### src/rtl/pic_prog_pkg.sv
package pic_prog_pkg;

  typedef enum logic [2:0] {
    ST_UNINIT = 3'd0,
    ST_VEC    = 3'd1,
    ST_CASC   = 3'd2,
    ST_MODE   = 3'd3,
    ST_READY  = 3'd4
  } step_e;

  localparam int START_BIT  = 4;
  localparam int SINGLE_BIT = 1;
  localparam int MODEREQ_BIT = 0;
  localparam int CPU_BIT    = 0;

  // step following the vector byte
  function automatic step_e after_vector(input logic single, input logic mode_req);
    if (!single)       return ST_CASC;
    else if (mode_req) return ST_MODE;
    else               return ST_READY;
  endfunction

  // step following the cascade byte
  function automatic step_e after_cascade(input logic mode_req);
    return mode_req ? ST_MODE : ST_READY;
  endfunction

endpackage

### src/rtl/pic_seq_ctrl.sv
module pic_seq_ctrl
  import pic_prog_pkg::*;
(
  input  logic clk,
  input  logic rst,
  input  logic wr_en,
  input  logic addr,
  input  logic cmd_start,
  input  logic cmd_single,
  input  logic cmd_mode_req,
  output logic start_hit,
  output logic take_vec,
  output logic take_casc,
  output logic take_mode,
  output logic take_mask,
  output logic initialized
);

  step_e step_q, step_d;
  logic  single_q, mode_req_q;
  logic  p1_wr;

  always_comb begin
    p1_wr     = wr_en && addr;
    start_hit = wr_en && !addr && cmd_start;
    take_vec  = p1_wr && (step_q == ST_VEC);
    take_casc = p1_wr && (step_q == ST_CASC);
    take_mode = p1_wr && (step_q == ST_MODE);
    take_mask = p1_wr && (step_q == ST_READY);
  end

  always_comb begin
    step_d = step_q;
    if (start_hit)      step_d = ST_VEC;
    else if (take_vec)  step_d = after_vector(single_q, mode_req_q);
    else if (take_casc) step_d = after_cascade(mode_req_q);
    else if (take_mode) step_d = ST_READY;
  end

  always_ff @(posedge clk) begin
    if (rst) begin
      step_q     <= ST_UNINIT;
      single_q   <= 1'b0;
      mode_req_q <= 1'b0;
    end else begin
      step_q <= step_d;
      if (start_hit) begin
        single_q   <= cmd_single;
        mode_req_q <= cmd_mode_req;
      end
    end
  end

  assign initialized = (step_q == ST_READY);

  // at most one step strobe per write
  a_r8_one_step: assert property (@(posedge clk) disable iff (rst)
    $onehot0({take_vec, take_casc, take_mode, take_mask}));

  // the cascade step is never reached in single mode
  a_r6_single_skips: assert property (@(posedge clk) disable iff (rst)
    (step_q == ST_CASC) |-> !single_q);

  // the mode step is reached only when it was requested
  a_r7_mode_requested: assert property (@(posedge clk) disable iff (rst)
    (step_q == ST_MODE) |-> mode_req_q);

  // completion follows a sequence step
  a_r8_rise_on_step: assert property (@(posedge clk) disable iff (rst)
    $rose(initialized) |-> $past(take_vec || take_casc || take_mode));

endmodule

### src/rtl/pic_cfg_bank.sv
module pic_cfg_bank
  import pic_prog_pkg::*;
#(
  parameter int N_IN = 8,
  localparam int ID_W = $clog2(N_IN)
) (
  input  logic            clk,
  input  logic            rst,
  input  logic            slave_strap,
  input  logic            start_hit,
  input  logic            take_vec,
  input  logic            take_casc,
  input  logic            take_mode,
  input  logic [N_IN-1:0] wr_data,
  output logic [N_IN-1:0] vector_base,
  output logic [N_IN-1:0] cascade_map,
  output logic [ID_W-1:0] slave_id,
  output logic [ID_W-1:0] lowest_prio,
  output logic            special_mask,
  output logic            cpu_mode
);

  localparam logic [ID_W-1:0] TOP_IDX = ID_W'(N_IN - 1);

  logic [N_IN-1:0] vec_raw_q;

  always_ff @(posedge clk) begin
    if (rst) begin
      vec_raw_q    <= '0;
      cascade_map  <= '0;
      slave_id     <= TOP_IDX;
      lowest_prio  <= TOP_IDX;
      special_mask <= 1'b0;
      cpu_mode     <= 1'b0;
    end else if (start_hit) begin
      slave_id     <= TOP_IDX;
      lowest_prio  <= TOP_IDX;
      special_mask <= 1'b0;
      cpu_mode     <= 1'b0;
    end else begin
      if (take_vec) vec_raw_q <= wr_data;
      if (take_casc) begin
        if (slave_strap) slave_id    <= wr_data[ID_W-1:0];
        else             cascade_map <= wr_data;
      end
      if (take_mode) cpu_mode <= wr_data[CPU_BIT];
    end
  end

  // vector base keeps only the upper bits; the input index fills the rest
  assign vector_base = {vec_raw_q[N_IN-1:ID_W], {ID_W{1'b0}}};

  // start command restores the mode defaults
  a_r3_start_defaults: assert property (@(posedge clk) disable iff (rst)
    start_hit |=> (slave_id == TOP_IDX) && (lowest_prio == TOP_IDX)
                  && !special_mask && !cpu_mode);

  // a slave never alters its cascade map
  a_r5_slave_keeps_map: assert property (@(posedge clk) disable iff (rst)
    (take_casc && slave_strap) |=> $stable(cascade_map));

endmodule

### src/rtl/pic_mask_reg.sv
module pic_mask_reg #(
  parameter int N_IN = 8
) (
  input  logic            clk,
  input  logic            rst,
  input  logic            start_hit,
  input  logic            take_mask,
  input  logic [N_IN-1:0] wr_data,
  output logic [N_IN-1:0] mask_q
);

  always_ff @(posedge clk) begin
    if (rst)            mask_q <= '1;
    else if (start_hit) mask_q <= '0;
    else if (take_mask) mask_q <= wr_data;
  end

  // start command opens every input
  a_r2_start_clears: assert property (@(posedge clk) disable iff (rst)
    start_hit |=> (mask_q == '0));

endmodule

### src/rtl/pic_prog_top.sv
module pic_prog_top
  import pic_prog_pkg::*;
#(
  parameter int N_IN = 8,
  localparam int ID_W = $clog2(N_IN)
) (
  input  logic            clk,
  input  logic            rst,
  input  logic            slave_strap,
  input  logic            wr_en,
  input  logic            addr,
  input  logic [N_IN-1:0] wr_data,
  output logic [N_IN-1:0] rd_data,
  output logic [N_IN-1:0] irq_mask,
  output logic [N_IN-1:0] vector_base,
  output logic [N_IN-1:0] cascade_map,
  output logic [ID_W-1:0] slave_id,
  output logic [ID_W-1:0] lowest_prio,
  output logic            special_mask,
  output logic            cpu_mode,
  output logic            initialized
);

  logic start_hit, take_vec, take_casc, take_mode, take_mask;

  pic_seq_ctrl u_seq (
    .clk          (clk),
    .rst          (rst),
    .wr_en        (wr_en),
    .addr         (addr),
    .cmd_start    (wr_data[START_BIT]),
    .cmd_single   (wr_data[SINGLE_BIT]),
    .cmd_mode_req (wr_data[MODEREQ_BIT]),
    .start_hit    (start_hit),
    .take_vec     (take_vec),
    .take_casc    (take_casc),
    .take_mode    (take_mode),
    .take_mask    (take_mask),
    .initialized  (initialized)
  );

  pic_cfg_bank #(.N_IN(N_IN)) u_cfg (
    .clk          (clk),
    .rst          (rst),
    .slave_strap  (slave_strap),
    .start_hit    (start_hit),
    .take_vec     (take_vec),
    .take_casc    (take_casc),
    .take_mode    (take_mode),
    .wr_data      (wr_data),
    .vector_base  (vector_base),
    .cascade_map  (cascade_map),
    .slave_id     (slave_id),
    .lowest_prio  (lowest_prio),
    .special_mask (special_mask),
    .cpu_mode     (cpu_mode)
  );

  pic_mask_reg #(.N_IN(N_IN)) u_mask (
    .clk       (clk),
    .rst       (rst),
    .start_hit (start_hit),
    .take_mask (take_mask),
    .wr_data   (wr_data),
    .mask_q    (irq_mask)
  );

  assign rd_data = addr ? irq_mask : '0;

  // a non-start port-0 write leaves the outputs alone
  a_r10_port0_ignored: assert property (@(posedge clk) disable iff (rst)
    (wr_en && !addr && !wr_data[START_BIT])
      |=> $stable(irq_mask) && $stable(initialized) && $stable(vector_base));

  // the mask cannot move before setup completes, except on a start
  a_r11_mask_locked: assert property (@(posedge clk) disable iff (rst)
    (!initialized && !start_hit) |=> $stable(irq_mask));

  // a start command drops the completion flag
  a_r2_start_drops_flag: assert property (@(posedge clk) disable iff (rst)
    start_hit |=> !initialized);

endmodule

### config.mk
export PLATFORM = sky130hd
export DESIGN_NAME = pic_prog_top
export DESIGN_NICKNAME = d
export VERILOG_FILES = /design/src/rtl/pic_prog_pkg.sv /design/src/rtl/pic_seq_ctrl.sv /design/src/rtl/pic_cfg_bank.sv /design/src/rtl/pic_mask_reg.sv /design/src/rtl/pic_prog_top.sv
export SDC_FILE = /design/constraint.sdc
export NUM_CORES = 1
export LEC_CHECK = 0
export ABC_AREA = 1
export BUFFER_PORTS_ARGS = -buffer_cell sky130_fd_sc_hd__buf_2
export CAP_MARGIN = 40
export CORE_ASPECT_RATIO = 1.4
export CORE_MARGIN = 3
export CORE_UTILIZATION = 44
export CTS_BUF_LIST = sky130_fd_sc_hd__clkbuf_4
export DETAILED_ROUTE_END_ITERATION = 12
export GPL_TIMING_DRIVEN = 0
export HOLD_SLACK_MARGIN = 0.02
export PLACE_DENSITY = 0.82
export SKIP_CTS_REPAIR_TIMING = 1
export SLEW_MARGIN = 10
export SYNTH_ARGS = -nofsm -noshare
export SYNTH_HDL_FRONTEND = slang
export SYNTH_HIERARCHICAL = 1
export SYNTH_SLANG_ARGS = --single-unit
export TNS_END_PERCENT = 20
### constraint.sdc
create_clock -name clk -period 1.4 [get_ports clk]
set_input_delay 0.14 -clock clk [delete_from_list [all_inputs] [get_ports clk]]
set_output_delay 0.14 -clock clk [all_outputs]
set_load 0.05 [all_outputs]
==> summary.txt <==
========================================================================================================
Std-Cell Core Area ........................................................................     2960 um2
Post-synthesis xor/xnor area fraction .....................................................            0
Antenna Cells .............................................................................            0
Outcome ................................................................................... complete, no violations
Power per cell area .......................................................................  1050 nW/um2
Cell class contributing the biggest share of worst-path delay .............................   flip-flops
Tot Pwr ...................................................................................      1.91 mW
Count of pins on the block boundary .......................................................           54
Share of the clock period used by the worst path ..........................................        0.940
Global routing usage on met2 ..............................................................        0.284
Number of failing setup endpoints in the final timing report ..............................            0
Critical path start-end classification ....................................................      reg2out
Count of state elements after synthesis ...................................................           30
Summed instance area of the synthesized netlist ...........................................     1420 um2
Total routing resource utilization after global routing ...................................        0.168
Critical path peak fanout .................................................................            6
CTS sink count ............................................................................           30
GPL Wtd Cong ..............................................................................        0.802
Detailed Route Iter0 Violations ...........................................................           30
Detailed placement HPWL ...................................................................      2400 um
Share of the synthesized area in compound gates (AO/OA/AOI/OAI) ...........................       0.0909
Die span in x .............................................................................      54.0 um
Vias after detailed routing ...............................................................        1,379
Gate Count Post-Synth .....................................................................          200
Launching element type of the critical path ...............................................    flip-flop
Net total in the final layout .............................................................          272
Min-Delay Path Depth ......................................................................            2
Die area ..................................................................................     3950 um2
Simple-gate share of the synthesized area .................................................        0.329
Count of TritonRoute iterations in the first routing pass .................................            4
Cell depth of the worst flop-to-flop path .................................................            9
Number of fillers in the final layout .....................................................          302
Area used by multi-input combinational logic ..............................................      632 um2
Delay of the slowest cell on the worst path ...............................................      0.38 ns
Type of element capturing the critical path ...............................................  output port
Slowest-stage cell, CP .................................................................... sky130_fd_sc_hd__dfxtp_1
Post-synth EDFFs ..........................................................................            0
Number of rows created at floorplan .......................................................           23
Multiplexer area fraction after synthesis .................................................            0
Cell type contributing the most total cell area after synthesis ........................... sky130_fd_sc_hd__dfxtp_1
Number of nets with antenna violations after detailed routing .............................            0
YS warnings ...............................................................................            6
Leakage power total .......................................................................     0.996 nW
Placed cells ..............................................................................          289
Required time worst endpoint ..............................................................      1.26 ns
Final wirelength ..........................................................................      3060 um
Crit path cell chain ...................................................................... nor3_2 -> clkbuf_4
Area growth from synthesis to final layout ................................................        27.8%
Post-route core utilization ...............................................................        0.611
Post-Route Skew ...........................................................................   0.00823 ns
Final number of max-transition violations .................................................            0
Number of antenna violations at the first check in global routing .........................            0
Overflow after GRT ........................................................................            0
Worst-skew pair later-pin latency .........................................................      0.33 ns
Synthesized area divided by synthesized cell count ........................................     7.09 um2
Class of the worst hold path ..............................................................       in2reg
Drt via density ...........................................................................         4.66
Most common cell in the netlist ........................................................... sky130_fd_sc_hd__nand2_1
Global routing's busiest layer ............................................................         met2
Ratio of cells with drive above 1 in the final layout .....................................        0.317
Number of buffers and inverters on the critical path ......................................            1
Die outline height ........................................................................      73.2 um
Share of flip-flops with an asynchronous set or reset after synthesis .....................            0
Average wire per cell in the routed design ................................................      10.3 um
Top cells by instance count after synthesis ............................................... sky130_fd_sc_hd__nand2_1 (37), sky130_fd_sc_hd__dfxtp_1 (30), sky130_fd_sc_hd__nand3_1 (28), sky130_fd_sc_hd__nor2_1 (28), sky130_fd_sc_hd__inv_1 (27)
Dominant combinational cell family by area after synthesis ................................ simple AND/OR/NAND/NOR gates
Post-synth top area share .................................................................        0.424
Number of cells on the critical path ......................................................            2
Sequential cell area fraction in the yosys report .........................................        0.424
Largest net degree at the start of global routing .........................................           11
Met3 Track Usage GR .......................................................................       0.0491
Wire length of the first global-routing pass ..............................................      4890 um
Non-filler instance count after layout ....................................................          296
Number of max-cap violations ..............................................................            0
Clk root buf .............................................................................. sky130_fd_sc_hd__clkbuf_4
Met1 global-route usage ...................................................................        0.184
Post-Synth Adder-Cell Area ................................................................            0
Minimum period implied by the final worst setup slack .....................................      1.32 ns
Number of H-tree levels ...................................................................            2
Post-Place Worst Slack ....................................................................   -0.0211 ns
Number of I/O port buffers ................................................................           46
Vias in the first global route ............................................................        1,210
Peak supply drop ..........................................................................     0.618 mV
Post-synth top flop ....................................................................... sky130_fd_sc_hd__dfxtp_1
Initial Utilization .......................................................................        0.478
Post-CTS clock slew at the launch and capture registers of the worst setup and hold paths .      0.09 ns
Residual DRC ..............................................................................            0
Deepest clock path buffer count ...........................................................            2
Worst setup margin ........................................................................    0.0834 ns
Cell variety after synth ..................................................................           22
Largest cells by area after synthesis ..................................................... sky130_fd_sc_hd__dfxtp_1 (42%), sky130_fd_sc_hd__nand3_1 (9.9%), sky130_fd_sc_hd__nand2_1 (9.8%)
Sequential Area ...........................................................................      606 um2
TritonCTS clock tree ......................................................................          yes
Top achievable clock speed ................................................................    0.760 GHz
TritonCTS buffer count ....................................................................            5
Final hold violation count ................................................................            0
Setup repair after global routing missed its margin .......................................          yes
Arrival time reported for the critical path endpoint ......................................      1.18 ns
========================================================================================================
cell type report:
cell class	count	area share
Buffer	13	0.0573
Timing Repair Buffer	47	0.133
Clock buffer	5	0.0207
Clock inverter	2	0.0186
Tap cell	37	0.0256
Multi-Input combinational cell	132	0.349
Inverter	30	0.0622
Sequential cell	30	0.334
final timing paths:
kind	slack (ns)	from	endpoint
setup / recovery	0.08	u_seq/step_q[0]$_SDFFE_PP0P_	initialized
hold / removal	0.05	rst	u_seq/step_q[0]$_SDFFE_PP0P_
setup reg to reg	0.11	u_seq/step_q[1]$_SDFFE_PP0P_	u_cfg/cascade_map[6]$_SDFFE_PP0P_
hold reg to reg	0.48	u_mask/mask_q[0]$_SDFFE_PP1P_	u_mask/mask_q[0]$_SDFFE_PP1P_
placed cells by master (no fill, tap or decap), types with 6 or more instances in the layout:
cell type,synthesis,layout
sky130_fd_sc_hd__conb_1,2,7
sky130_fd_sc_hd__a21oi_1,10,10
sky130_fd_sc_hd__nor2_1,28,28
sky130_fd_sc_hd__buf_4,7,9
sky130_fd_sc_hd__clkbuf_4,0,6
sky130_fd_sc_hd__nand3_1,28,28
sky130_fd_sc_hd__nand2_1,37,35
sky130_fd_sc_hd__dfxtp_1,30,28
sky130_fd_sc_hd__buf_2,3,47
sky130_fd_sc_hd__inv_1,27,27
sky130_fd_sc_hd__o21ai_0,8,8
worst register-to-register path, cell delays in order, from the launching register on:
cell and delay [ns]:
sky130_fd_sc_hd__dfxtp_4 0.38, sky130_fd_sc_hd__inv_2 0.05, sky130_fd_sc_hd__nor2_2 0.11, sky130_fd_sc_hd__nand2_2 0.09, sky130_fd_sc_hd__nor2_1 0.09, sky130_fd_sc_hd__buf_4 0.17
sky130_fd_sc_hd__buf_6 0.14, sky130_fd_sc_hd__nand3_1 0.08, sky130_fd_sc_hd__nand2_1 0.06, sky130_fd_sc_hd__nor2_1 0.04
per-stage QoR:
step | setup TNS, ns | area (um2) | hold WS [ns]
after detailed placement | -0.0262 | 1730 | 0.399
after global placement | -4.07 | 1720 | 0.402
final | 0 | 1810 | 0.0500
after global routing | -0.0507 | 1810 | 0.0684
after CTS | -0.242 | 1800 | 0.0389
after floorplan | 0 | 1440 | 0.212
routing by layer:
metal | routed length (um) | vias up
li1 | - | 732
met1 | 1280 | 604
met5 | 0 | -
met4 | 59 | 0
met2 | 1520 | 38
met3 | 199 | 5
flip-flops by register name, indices dropped and copies added (netlist names):
register	count
u_cfg/cascade_map	8
u_mask/mask_q	8
u_cfg/vec_raw_q	5
u_cfg/slave_id	3
u_seq/step_q	3
u_cfg/cpu_mode	1
u_seq/mode_req_q	1
u_seq/single_q	1
where the power goes:
part	switching [mW]	internal, mW
clock network	0.279	0.361
logic	0.280	0.0963
registers	0.0183	0.875
total	0.578	1.33
logic make-up after synthesis:
group,after synthesis
buffers and inverters,43
DFF,30
AOI/OAI and AO/OA,23
other,2
and+or+nand+nor,102
Note: power is estimated with default switching activity, not from simulation.
